**src/rtl/fifo_pkg.sv**
```systemverilog
// Shared types for the guarded FIFO.
// Assumes nothing beyond the standard language.
package fifo_pkg;
    // Resolved per-cycle action after the overflow and underflow guards
    typedef struct packed {
        logic clr;    // synchronous clear wins this cycle
        logic wr_ok;  // write accepted
        logic rd_ok;  // read accepted
    } fifo_op_t;
endpackage

```
**src/rtl/fifo_ctrl.sv**
```systemverilog
// Pointer and occupancy control for the guarded FIFO.
// Resolves requests against the registered flags of the previous state:
// a write on full is dropped, a read on empty is ignored, and sync clear
// overrides both. Assumes DEPTH is a power of two so the pointers wrap.
module fifo_ctrl
    import fifo_pkg::*;
#(
    parameter int DEPTH = 8,
    localparam int AW = $clog2(DEPTH),
    localparam int CW = AW + 1
) (
    input  logic          clk,
    input  logic          async_clr_n,
    input  logic          sync_clr,
    input  logic          wr_req,
    input  logic          rd_req,
    input  logic          empty_q,
    input  logic          full_q,
    output fifo_op_t      op,
    output logic [AW-1:0] wptr,
    output logic [AW-1:0] rptr,
    output logic [CW-1:0] occ_q,
    output logic [CW-1:0] occ_nx
);

    // Guard the requests and compute the next occupancy
    always_comb begin
        op.clr   = sync_clr;
        op.wr_ok = wr_req && !full_q && !sync_clr;
        op.rd_ok = rd_req && !empty_q && !sync_clr;
        if (op.clr)
            occ_nx = '0;
        else if (op.wr_ok && !op.rd_ok)
            occ_nx = occ_q + CW'(1);
        else if (op.rd_ok && !op.wr_ok)
            occ_nx = occ_q - CW'(1);
        else
            occ_nx = occ_q;
    end

    // Advance pointers and occupancy; async clear returns to reset state
    always_ff @(posedge clk or negedge async_clr_n) begin
        if (!async_clr_n) begin
            wptr  <= '0;
            rptr  <= '0;
            occ_q <= '0;
        end else begin
            occ_q <= occ_nx;
            if (op.clr) begin
                wptr <= '0;
                rptr <= '0;
            end else begin
                if (op.wr_ok) wptr <= wptr + AW'(1);
                if (op.rd_ok) rptr <= rptr + AW'(1);
            end
        end
    end

    AST_NO_OVERFLOW: assert property (@(posedge clk) disable iff (!async_clr_n)
        full_q && wr_req && !rd_req && !sync_clr |=> occ_q == CW'(DEPTH));
    AST_FULL_RDWR: assert property (@(posedge clk) disable iff (!async_clr_n)
        full_q && wr_req && rd_req && !sync_clr |=> occ_q == CW'(DEPTH - 1));
    AST_EMPTY_RDWR: assert property (@(posedge clk) disable iff (!async_clr_n)
        empty_q && wr_req && rd_req && !sync_clr |=> occ_q == CW'(1));
    AST_PARTIAL_RDWR: assert property (@(posedge clk) disable iff (!async_clr_n)
        !empty_q && !full_q && wr_req && rd_req && !sync_clr |=> $stable(occ_q));
    AST_SYNC_CLEAR: assert property (@(posedge clk) disable iff (!async_clr_n)
        sync_clr |=> occ_q == '0 && empty_q && !full_q);

endmodule

```
**src/rtl/fifo_store.sv**
```systemverilog
// Word storage and registered output for the guarded FIFO.
// Writes and reads act only on accepted operations from the controller;
// the output register holds the last word read and is zeroed only by the
// asynchronous clear. Storage itself has no reset.
module fifo_store
    import fifo_pkg::*;
#(
    parameter int WIDTH = 8,
    parameter int DEPTH = 8,
    localparam int AW = $clog2(DEPTH)
) (
    input  logic             clk,
    input  logic             async_clr_n,
    input  fifo_op_t         op,
    input  logic [AW-1:0]    wptr,
    input  logic [AW-1:0]    rptr,
    input  logic [WIDTH-1:0] wr_data,
    output logic [WIDTH-1:0] rd_data
);

    logic [WIDTH-1:0] mem [DEPTH];

    // Store an accepted write word
    always_ff @(posedge clk) begin
        if (op.wr_ok) mem[wptr] <= wr_data;
    end

    // Load the output word on an accepted read only
    always_ff @(posedge clk or negedge async_clr_n) begin
        if (!async_clr_n)
            rd_data <= '0;
        else if (op.rd_ok)
            rd_data <= mem[rptr];
    end

    AST_OUT_HOLD: assert property (@(posedge clk) disable iff (!async_clr_n)
        !op.rd_ok |=> $stable(rd_data));

endmodule

```
**src/rtl/fifo_flags.sv**
```systemverilog
// Registered status flags for the guarded FIFO.
// All flags are taken from the next occupancy (full count including the
// top bit), so they change on the same edge as the count.
module fifo_flags #(
    parameter int DEPTH = 8,
    parameter int AE_TH = 2,
    parameter int AF_TH = 6,
    localparam int CW = $clog2(DEPTH) + 1
) (
    input  logic          clk,
    input  logic          async_clr_n,
    input  logic [CW-1:0] occ_nx,
    input  logic [CW-1:0] occ_q,
    output logic          empty,
    output logic          full,
    output logic          almost_empty,
    output logic          almost_full
);

    // Register the four flags from the next occupancy
    always_ff @(posedge clk or negedge async_clr_n) begin
        if (!async_clr_n) begin
            empty        <= 1'b1;
            full         <= 1'b0;
            almost_empty <= (AE_TH > 0);
            almost_full  <= (AF_TH <= 0);
        end else begin
            empty        <= (occ_nx == '0);
            full         <= (occ_nx == CW'(DEPTH));
            almost_empty <= (int'(occ_nx) < AE_TH);
            almost_full  <= (int'(occ_nx) >= AF_TH);
        end
    end

    AST_FLAGS_EXCL: assert property (@(posedge clk) disable iff (!async_clr_n)
        !(empty && full));
    AST_FULL_WRAP: assert property (@(posedge clk) disable iff (!async_clr_n)
        full == (occ_q == CW'(DEPTH)));
    AST_ALMOST_EMPTY: assert property (@(posedge clk) disable iff (!async_clr_n)
        almost_empty == (int'(occ_q) < AE_TH));
    AST_ALMOST_FULL: assert property (@(posedge clk) disable iff (!async_clr_n)
        almost_full == (int'(occ_q) >= AF_TH));

endmodule

```
**src/rtl/sync_fifo_guarded.sv**
```systemverilog
// Single-clock FIFO with built-in overflow and underflow guards.
// Normal (registered) read mode; the count bus is log2(DEPTH) bits and
// wraps to zero at full, with the full flag as its top bit.
// Assumes DEPTH is a power of two and all inputs are synchronous to clk
// except async_clr_n.
module sync_fifo_guarded
    import fifo_pkg::*;
#(
    parameter int WIDTH = 8,
    parameter int DEPTH = 8,
    parameter int AE_TH = 2,
    parameter int AF_TH = 6,
    localparam int AW = $clog2(DEPTH),
    localparam int CW = AW + 1
) (
    input  logic             clk,
    input  logic             async_clr_n,
    input  logic             sync_clr,
    input  logic             wr_req,
    input  logic [WIDTH-1:0] wr_data,
    input  logic             rd_req,
    output logic [WIDTH-1:0] rd_data,
    output logic [AW-1:0]    level,
    output logic             empty,
    output logic             full,
    output logic             almost_empty,
    output logic             almost_full
);

    fifo_op_t      op;
    logic [AW-1:0] wptr;
    logic [AW-1:0] rptr;
    logic [CW-1:0] occ_q;
    logic [CW-1:0] occ_nx;

    fifo_ctrl #(.DEPTH(DEPTH)) u_ctrl (
        .clk(clk), .async_clr_n(async_clr_n), .sync_clr(sync_clr),
        .wr_req(wr_req), .rd_req(rd_req), .empty_q(empty), .full_q(full),
        .op(op), .wptr(wptr), .rptr(rptr), .occ_q(occ_q), .occ_nx(occ_nx)
    );

    fifo_store #(.WIDTH(WIDTH), .DEPTH(DEPTH)) u_store (
        .clk(clk), .async_clr_n(async_clr_n), .op(op),
        .wptr(wptr), .rptr(rptr), .wr_data(wr_data), .rd_data(rd_data)
    );

    fifo_flags #(.DEPTH(DEPTH), .AE_TH(AE_TH), .AF_TH(AF_TH)) u_flags (
        .clk(clk), .async_clr_n(async_clr_n), .occ_nx(occ_nx), .occ_q(occ_q),
        .empty(empty), .full(full),
        .almost_empty(almost_empty), .almost_full(almost_full)
    );

    // Expose the count without its top bit
    assign level = occ_q[AW-1:0];

    AST_NO_UNDERFLOW: assert property (@(posedge clk) disable iff (!async_clr_n)
        empty && rd_req && !wr_req && !sync_clr |=> empty && $stable(rd_data));
    AST_EMPTY_RD_HOLD: assert property (@(posedge clk) disable iff (!async_clr_n)
        empty && rd_req && wr_req && !sync_clr |=> $stable(rd_data));

endmodule

```
**config.mk**
```make
export PLATFORM = sky130hd
export DESIGN_NAME = sync_fifo_guarded
export DESIGN_NICKNAME = d
export VERILOG_FILES = /design/src/rtl/fifo_pkg.sv /design/src/rtl/fifo_ctrl.sv /design/src/rtl/fifo_store.sv /design/src/rtl/fifo_flags.sv /design/src/rtl/sync_fifo_guarded.sv
export SDC_FILE = /design/constraint.sdc
export NUM_CORES = 1
export LEC_CHECK = 0
export ABC_AREA = 1
export BUFFER_PORTS_ARGS = -buffer_cell sky130_fd_sc_hd__clkbuf_2
export CAP_MARGIN = 20
export CORE_ASPECT_RATIO = 1.1
export CORE_MARGIN = 2
export CORE_UTILIZATION = 55
export DETAILED_ROUTE_END_ITERATION = 10
export PLACE_DENSITY = 0.74
export SLEW_MARGIN = 10
export SYNTH_ARGS = -nofsm -noshare
export SYNTH_HDL_FRONTEND = slang
export SYNTH_SLANG_ARGS = --single-unit
```
**constraint.sdc**
```tcl
create_clock -name clk -period 2.1 [get_ports clk]
set_input_delay 0.525 -clock clk [delete_from_list [all_inputs] [get_ports clk]]
set_output_delay 0.525 -clock clk [all_outputs]
set_load 0.05 [all_outputs]
```
# Word-level counts from Yosys, hierarchy flattened
# Memory sizes are Yosys's and may differ from the RTL's. A register that Yosys moved wholly into a read port is not among the register bits.
# Index checks and enable logic that the tools add are counted.
[word_totals]
latchBits = 0
out_inout_bits = 15
word_cells = 39
register_bits = 14
ramBits = 64
mem_count = 1
romBits = 0
input_bits = 13
[op_classes]
shift = 0
order_cmp = 2
multipliers = 0
add_sub_neg = 4
n_reduce_logical = 15
bitwise_logic = 0
n_div = 0
muxes = 9
n_eq_ne = 1
[memory_table]
columns = ["memory", "depth", "word_bits", "rd", "rd_ports_with_merged_regs", "write_ports", "line", "rtl"]
rows = [
  ["u_store.mem", 8, 8, 1, 1, 1, "fifo_store.sv:21", "logic [WIDTH-1:0] mem [DEPTH];"],
]
[ops]
columns = ["operator", "n"]
rows = [
  ["$mux 3", 4],
  ["$mux 4", 3],
  ["$add 3x1->3 const B", 2],
  ["$logic_and 1x1->1", 6],
  ["$logic_not 1->1", 6],
  ["$add 4x1->4 const B", 1],
  ["$eq 4x4->1 const B", 1],
  ["$ge 4x3->1 const B", 1],
  ["$logic_not 4->1", 1],
  ["$lt 4x2->1 const B", 1],
  ["$reduce_bool 2->1", 2],
  ["$sub 4x1->4 const B", 1],
  ["$mux 1", 2],
]

# Logic depth before layout (Yosys ltp)
# Gate-level depths: netlist of run 1.
[depth]
ltp_word = 9
ltp_mapped = 10
ltp_nobuf = 10

# By module
# From an unflattened synthesis of run 1, not the netlist that was laid out.
[hier_totals]
cells_unflattened = 394
area_unflattened_um2 = 3852.4
[modules_own_cells]
columns = ["module", "seq_area_each_um2", "n_inst", "area_each_um2", "cells_per_inst"]
rows = [
  ["fifo_store", 2122.0, 1, 3089.2, 297],
  ["fifo_ctrl", 250.2, 1, 606.8, 81],
  ["fifo_flags", 102.6, 1, 156.4, 16],
]

# Worst setup path after synthesis of run 1
# Ideal clock, no wire load.
[synth_path]
path_type = "register to register"
from = "register u_flags.full"
to = "memory u_store.mem[4][0], enable pin"
setup_slack_ns = 0.246
stages_incl_launch_ff = 5
n_path_buf = 0
setup_ns = 0.370
required_time_ns = 1.730
synth_period_minus_slack_ns = 1.854
t_arrival_ns = 1.484
path_cell_list = "dfrtp_1 > nand3b_2 > inv_1 > nand2_1 > nor2_1"
[synth_via]
elab_chain_cells = 5
[synth_lines]
columns = ["item", "line", "rtl"]
rows = [
  ["from (decl)", "fifo_flags.sv:15", "output logic full,"],
  ["from (signal assigned)", "fifo_flags.sv:29", "full <= (occ_nx == CW'(DEPTH));"],
  ["$logic_not 1->1", "fifo_ctrl.sv:29", "op.wr_ok = wr_req && !full_q && !sync_clr;"],
  ["$logic_and 1x1->1 (2 in series)", "fifo_ctrl.sv:29", ""],
  ["$mux 1", "fifo_store.sv:25", "if (op.wr_ok) mem[wptr] <= wr_data;"],
  ["$mux 1 (implied by the code)", "fifo_store.sv:25", ""],
  ["to (decl)", "fifo_store.sv:21", ""],
]
# No other way between the ends.

# Worst setup path after layout of run 1
[layout_path]
from = "register u_flags.empty"
to = "output empty"
[layout_rtl]
columns = ["item", "line", "rtl"]
rows = [
  ["from (decl)", "fifo_flags.sv:14", "output logic empty,"],
  ["from (signal assigned)", "fifo_flags.sv:28", "empty <= (occ_nx == '0);"],
  ["to (decl)", "sync_fifo_guarded.sv:24", "output logic empty,"],
]
# No word-level cell between the ends.

==> flow_summary.toml, run 1 <==
[worst_setup_path]
r2r_end = "u_store.mem[2][2]"
cp_slowest_cell = "dfstp_2"
timing.critical_path.arrival_ps = 1170
timing.critical_path.max_delay_family = "flip-flops"
crit_end = "empty"
critical_path_class = "register to output pin"
r2r_slack_ps = 550
critPathLaunch = "u_flags.empty"
critPathMaxStageDelay_ps = 540
worstSetupStartpointType = "register"
timing.critical_path.fanout_max = 2
cp.required_ps = 1570
worst_r2r_path_depth = 5
critical_path_cell_list = "clkbuf_2"
cp.buffers_inverters = 1
timing.rr.start = "u_flags.full"
worstSetupPathDepth = 1
worstSetupEndpointType = "output pin"

[sta]
finalHoldWorstSlack_ps = 130.6
setup-tns-final_ps = 0
fin_crit_sh = 0.8064
final_max_slew_viol_count = 0
hold_violations_final = 0
fmax_mhz = 590.5
post-route-min-period_ps = 1693
final-setup-viol-count = 0
rsz0062_at_grt = "no"
worst-slew-pin-transition_ps = 541.7
max-slew-margin-rel = 0.6389
setup_ws_ps = 406.5
clock_skew_ps = 12.78

[placement]
place.gp.congestion = 0.8440
number_of_buffers_inserted_by_port_buffering = 27
dpl_worst_slack_ps = 274.9
dp_hpwl_mm = 5.196

[power]
p_per_area_mw_per_mm2 = 1096
max-vdd-ir-drop_uv = 830.4
leakagePower_nw = 1.675

[cts]
cts_buffer_depth = 2
tritoncts.num_buffers = 9
hold_buffers = 0
numClockSinks = 86
setup_buffers_after_cts = 0
cts_max_level = 3
path_clk_slew_ps = 80
clk_latency_ps = 360
ctsRootBufferMaster = "clkbuf_8"
tritoncts = "built"
post_cts_resize_count = 0

[global_route]
maximum_number_of_pins_on_one_net_before_global_route_repair = 35
met1_usage = 0.2785
first_pass_grt_wire_length_mm = 11.96
vias_in_the_first_global_route = 2410
grt_antenna_before_repair = 0
grt_busiest_layer = "met2"
track_usage = 0.2334
global_route.overflow_total = 0
groute.layer.met3.usage = 0.03838
met2_routing_resource_usage_after_global_routing = 0.4121

[final_layout]
layout_common_cells = "edfxtp_1 (64), nor2_1 (59), nand2_1 (51), o21ai_0 (38), clkbuf_2 (27)"
final.fill_count = 505
nets = 375
final_common_cell = "edfxtp_1"
post_route_cells_drive_above_1_share = 0.1928
insertedDiodeCount = 0
area.growth.synth_to_final_pct = 13.73

[drt]
total_length_of_routed_wires_mm = 7.671
post-route-drc-count = 0
antenna_violating_nets_post_route = 0
wl_per_cell_um = 17.24
drt_first_pass_iters = 4
vias_per_cell = 5.591
vias = 2488
drt_iter0_markers = 269

[synth]
synth_sequential_area_ratio = 0.6807
avgSynthCellArea_um2 = 11.29
post_synth_num_cell_types = 27
synth.yosys.warnings = 0
synth_cells = 322
netlist_area_mm2 = 0.003636
yosys_reg_bits = 86
mappedNetlistNets = 339

[outcome]
status = "completed"

[floorplanning]
floorplan.core_area_mm2 = 0.006477
placement_rows = 31
dieHeight_um = 89.28
dieWidth_um = 81.53
initial_utilization = 0.5613
floorplan.io_pins = 28
die_area_mm2 = 0.007278

[min_path]
hold_class = "input port to asynchronous set/reset pin"

[job]
max_cap_violations = 0
## through the flow
stage               utilization  power [mW]  cells  area [um2]
floorplan                     -       2.879    322        3636
global placement         0.6007       3.138    429        3891
detailed placement       0.6007       3.162    429        3891
CTS                      0.6384       4.549    445        4135
global route             0.6384       4.743    445        4135
finish                   0.6384       4.531    445        4135
## how the worst min path moves through the flow
stage / cells past startpoint / slack (ps) / end / start
6_report: 1 / 130 / u_ctrl.rptr[1] / async_clr_n
5_1_grt: 1 / 170 / u_ctrl.rptr[1] / async_clr_n
4_1_cts: 1 / 150 / u_store.rd_data[0] / async_clr_n
3_5_place_dp: 2 / 470 / u_store.rd_data[6] / u_store.rd_data[6]
3_3_place_gp: 2 / 460 / u_store.rd_data[5] / u_store.rd_data[5]
2_1_floorplan: 0 / 230 / u_ctrl.occ_q[0] / async_clr_n
## Yosys cell counts
cell / count / area, um2
clkinv_1: 1 / 3.750
clkbuf_1: 4 / 15.01
inv_4: 1 / 6.260
ha_1: 4 / 50.05
nor2_4: 2 / 22.52
nand3_1: 15 / 75.07
nand3_4: 1 / 17.52
inv_1: 18 / 67.56
buf_2: 7 / 35.03
dfstp_2: 2 / 52.55
o21ai_0: 38 / 190.2
nand3_2: 2 / 20.02
or2_2: 1 / 6.260
nand3b_2: 1 / 11.26
buf_4: 3 / 22.52
nor2_1: 59 / 221.5
nand2_2: 3 / 18.77
dfrtp_1: 20 / 500.5
nor3_1: 1 / 5.000
edfxtp_1: 64 / 1922
nor2_8: 1 / 20.02
a21oi_2: 1 / 8.760
o211ai_1: 16 / 120.1
nand2_1: 51 / 191.4
nand4_1: 1 / 6.260
nor2_2: 1 / 6.260
a21oi_1: 4 / 20.02
## state kept, by name, indices dropped and copies added (netlist names)
| register | flops |
|---|---|
| u_store.mem | 64 |
| u_store.rd_data | 8 |
| u_ctrl.occ_q | 4 |
| u_ctrl.rptr | 3 |
| u_ctrl.wptr | 3 |
| u_flags.almost_empty | 1 |
| u_flags.almost_full | 1 |
| u_flags.empty | 1 |
| u_flags.full | 1 |
## report_power, final
group	internal, mW	total [mW]	switching, mW
logic	0.251	1.07	0.818
registers	1.97	2.06	0.0810
clock network	0.801	1.41	0.606
total	3.03	4.53	1.50
## per-layer routing
layer,part of all wire,routed length (um),vias to the layer above
met5,0,0,-
met4,0.017,131,0
met3,0.038,291,13
met2,0.53,4095,77
met1,0.41,3152,1215
li1,-,-,1183
## worst reg2reg max path, stage by stage, from the launching register on
cell      delay, ps
dfrtp_1         420
nand3b_2        260
inv_1           120
nand2_1         150
nor2_1          130
buf_4           180
## area by class of cell
cell class                      count  area (um2)  share of cell area
Sequential cell                    86        2475              0.5985
Clock buffer                       10       127.6             0.03086
Clock inverter                      6       116.4             0.02814
Inverter                           20       77.57             0.01876
Timing Repair Buffer               39       225.2             0.05446
Tap cell                           82       102.6             0.02481
Multi-Input combinational cell    202        1011              0.2445
## logic make-up (layout without fill, tap and decap cells)
kind of cell | Yosys count | count (layout) | share of synthesized area
AO/OA/AOI/OAI | 59 | 59 | 0.09326
flip-flops | 86 | 86 | 0.6807
adder cells (fa/ha/maj) | 4 | 4 | 0.01377
buffers and inverters | 34 | 75 | 0.04129
AND/OR/NAND/NOR | 139 | 139 | 0.1710
(Power assumes the default switching activity.)
==> run 2: changes to the inputs <==
- CORE_UTILIZATION: 55 -> 53
- PLACE_DENSITY: 0.74 -> 0.75
- clock period: 2.1 -> 1.5 ns (I/O delays scaled with it)
==> flow_summary.toml, run 2 (synthesized netlist as in run 1, its figures left out) <==
[worst_setup_path]
critical_path_class = "register to output pin"
critical_path_cell_list = "buf_2"
timing.critical_path.max_delay_family = "flip-flops"
worstSetupStartpointType = "register"
worstSetupEndpointType = "output pin"
cp_slowest_cell = "dfrtp_2"
critPathMaxStageDelay_ps = 450
timing.critical_path.fanout_max = 7
cp.required_ps = 1120
cp.buffers_inverters = 1
timing.critical_path.arrival_ps = 1100

[final_layout]
stdcell_count = 446
final_common_cell = "edfxtp_1"
layout_common_cells = "edfxtp_1 (64), nor2_1 (50), nand2_1 (42), o21ai_0 (38), clkbuf_2 (22)"
registers.top_by_ff_count = "u_store.mem"
area.growth.synth_to_final_pct = 18.89
final_util = 0.6518
insertedDiodeCount = 0
post_route_cells_drive_above_1_share = 0.2720
nets = 376
number_of_flip_flops_in_the_largest_register = 64
layout_top_registers = "u_store.mem (64), u_store.rd_data (8), u_ctrl.occ_q (4)"

[placement]
dp_hpwl_mm = 5.129
place_inst = 428
dpl_worst_slack_ps = -64.07
place.gp.congestion = 0.8470
number_of_buffers_inserted_by_port_buffering = 27

[global_route]
track_usage = 0.2103
maximum_number_of_pins_on_one_net_before_global_route_repair = 35
first_pass_grt_wire_length_mm = 11.88
global_route.overflow_total = 0
vias_in_the_first_global_route = 2341
grt_antenna_before_repair = 0

[power]
max-vdd-ir-drop_uv = 1090
pwr-share-seq = 0.457
power.switching_mw = 2.150
p_per_area_mw_per_mm2 = 1461
cellInternalPower_mw = 4.164
fin_total_pwr_mw = 6.314
p_sw_frac = 0.3405
share_clk_of_total_power = 0.282
share_comb_of_total_power = 0.261
leakagePower_nw = 1.702

[drt]
vias_per_cell = 5.478
antenna_violating_nets_post_route = 0
vias = 2443
drt_iter0_markers = 266
drt_first_pass_iters = 5
post-route-drc-count = 0
wl_per_cell_um = 16.83
total_length_of_routed_wires_mm = 7.507

[floorplanning]
die_area_mm2 = 0.007539
floorplan.core_area_mm2 = 0.006633
initial_utilization = 0.5482
dieHeight_um = 90.87
placement_rows = 31
dieWidth_um = 82.97
floorplan.io_pins = 28

[sta]
max-slew-margin-rel = 0.6272
worst-slew-pin-transition_ps = 559.2
setup_ws_ps = 28.54
fmax_mhz = 679.6
fin_crit_sh = 0.9810
post-route-min-period_ps = 1471
final-setup-viol-count = 0
rsz0062_at_grt = "yes"
clock_skew_ps = 10.96
finalHoldWorstSlack_ps = -4.678
hold_violations_final = 13
final_max_slew_viol_count = 0

[cts]
tritoncts = "built"
cts_buffer_depth = 2
hold_buffers = 0
numClockSinks = 86
ctsRootBufferMaster = "clkbuf_8"
tritoncts.num_buffers = 9
cts_max_level = 3
path_clk_slew_ps = 90
clk_latency_ps = 350

[job]
max_cap_violations = 0

[min_path]
hold_class = "input port to asynchronous set/reset pin"

[outcome]
status = "finished with violations"
failed_checks = "negative hold slack"
[run 2: cell count changes in the layout (fill, tap and decap cells not counted), moves of 2 or more]
cell      delta
nor2_4      +10
nand2_1      -9
nor2_1       -9
nand2_2      +6
clkbuf_2     -5
dfrtp_1      -4
dfrtp_2      +4
buf_12       +3
inv_1        -3
inv_2        +3
nand2_4      +3
buf_2        +2
buf_4        -2
clkbuf_4     +2
[run 2: worst paths after layout]
kind	from	to	slack, ps	cells after the start
worst min-delay path	async_clr_n	u_store.rd_data[0]	-5	1
worst max-delay path	u_ctrl.occ_q[0]	level[0]	30	1
worst max register to register	u_ctrl.occ_q[0]	u_flags.full	50	7
max in group asynchronous	async_clr_n	u_flags.full	1110	1
min in group clk	wr_data[2]	u_store.mem[7][2]	330	1
worst min register to register	u_store.rd_data[3]	u_store.rd_data[3]	480	2
[run 2: per-stage QoR]
| stage | cell area [um2] | TNS (ps) |
|---|---|---|
| final | 4323 | 0 |
| after global routing | 4323 | -24.09 |
| after CTS | 4245 | -13.09 |
| after detailed placement | 4011 | -64.07 |
| after global placement | 4011 | -28.92 |
| after floorplan | 3726 | 0 |
[run 2: power groups by stage]
stage          registers, mW  clock network, mW  logic, mW
2_1_floorplan           3.39                  0      0.675
3_3_place_gp            2.92                  0       1.55
3_5_place_dp            2.93                  0       1.57
4_1_cts                 2.88               1.79       1.60
5_1_grt                 2.91               1.90       1.77
6_report                2.88               1.78       1.65
[run 2: layer usage]
metal	up-vias	GRT usage	wire [um]
met1	1174	0.2846	3203
met3	9	0.03748	440
met5	-	0	0
li1	1183	-	-
met2	77	0.3434	3755
met4	0	0.07514	108
[run 2: area by class of cell]
type / count / area (um2)
repair buffers: 40 / 284.0
well taps: 82 / 102.6
clock buffers: 9 / 123.9
fillers: 479 / 2310
multi-input cells: 202 / 1160
clock inverters: 7 / 95.09
inverters: 20 / 77.57
flip-flops and latches: 86 / 2480
[run 2: timing repair]
| action | in CTS | in global routing |
|---|---|---|
| endpoints found under the setup margin | 5 | 7 |
| resized for setup | 5 | 20 |
| gates cloned | 0 | 0 |
| setup buffers | 0 | 2 |
| pin swaps | 0 | 10 |
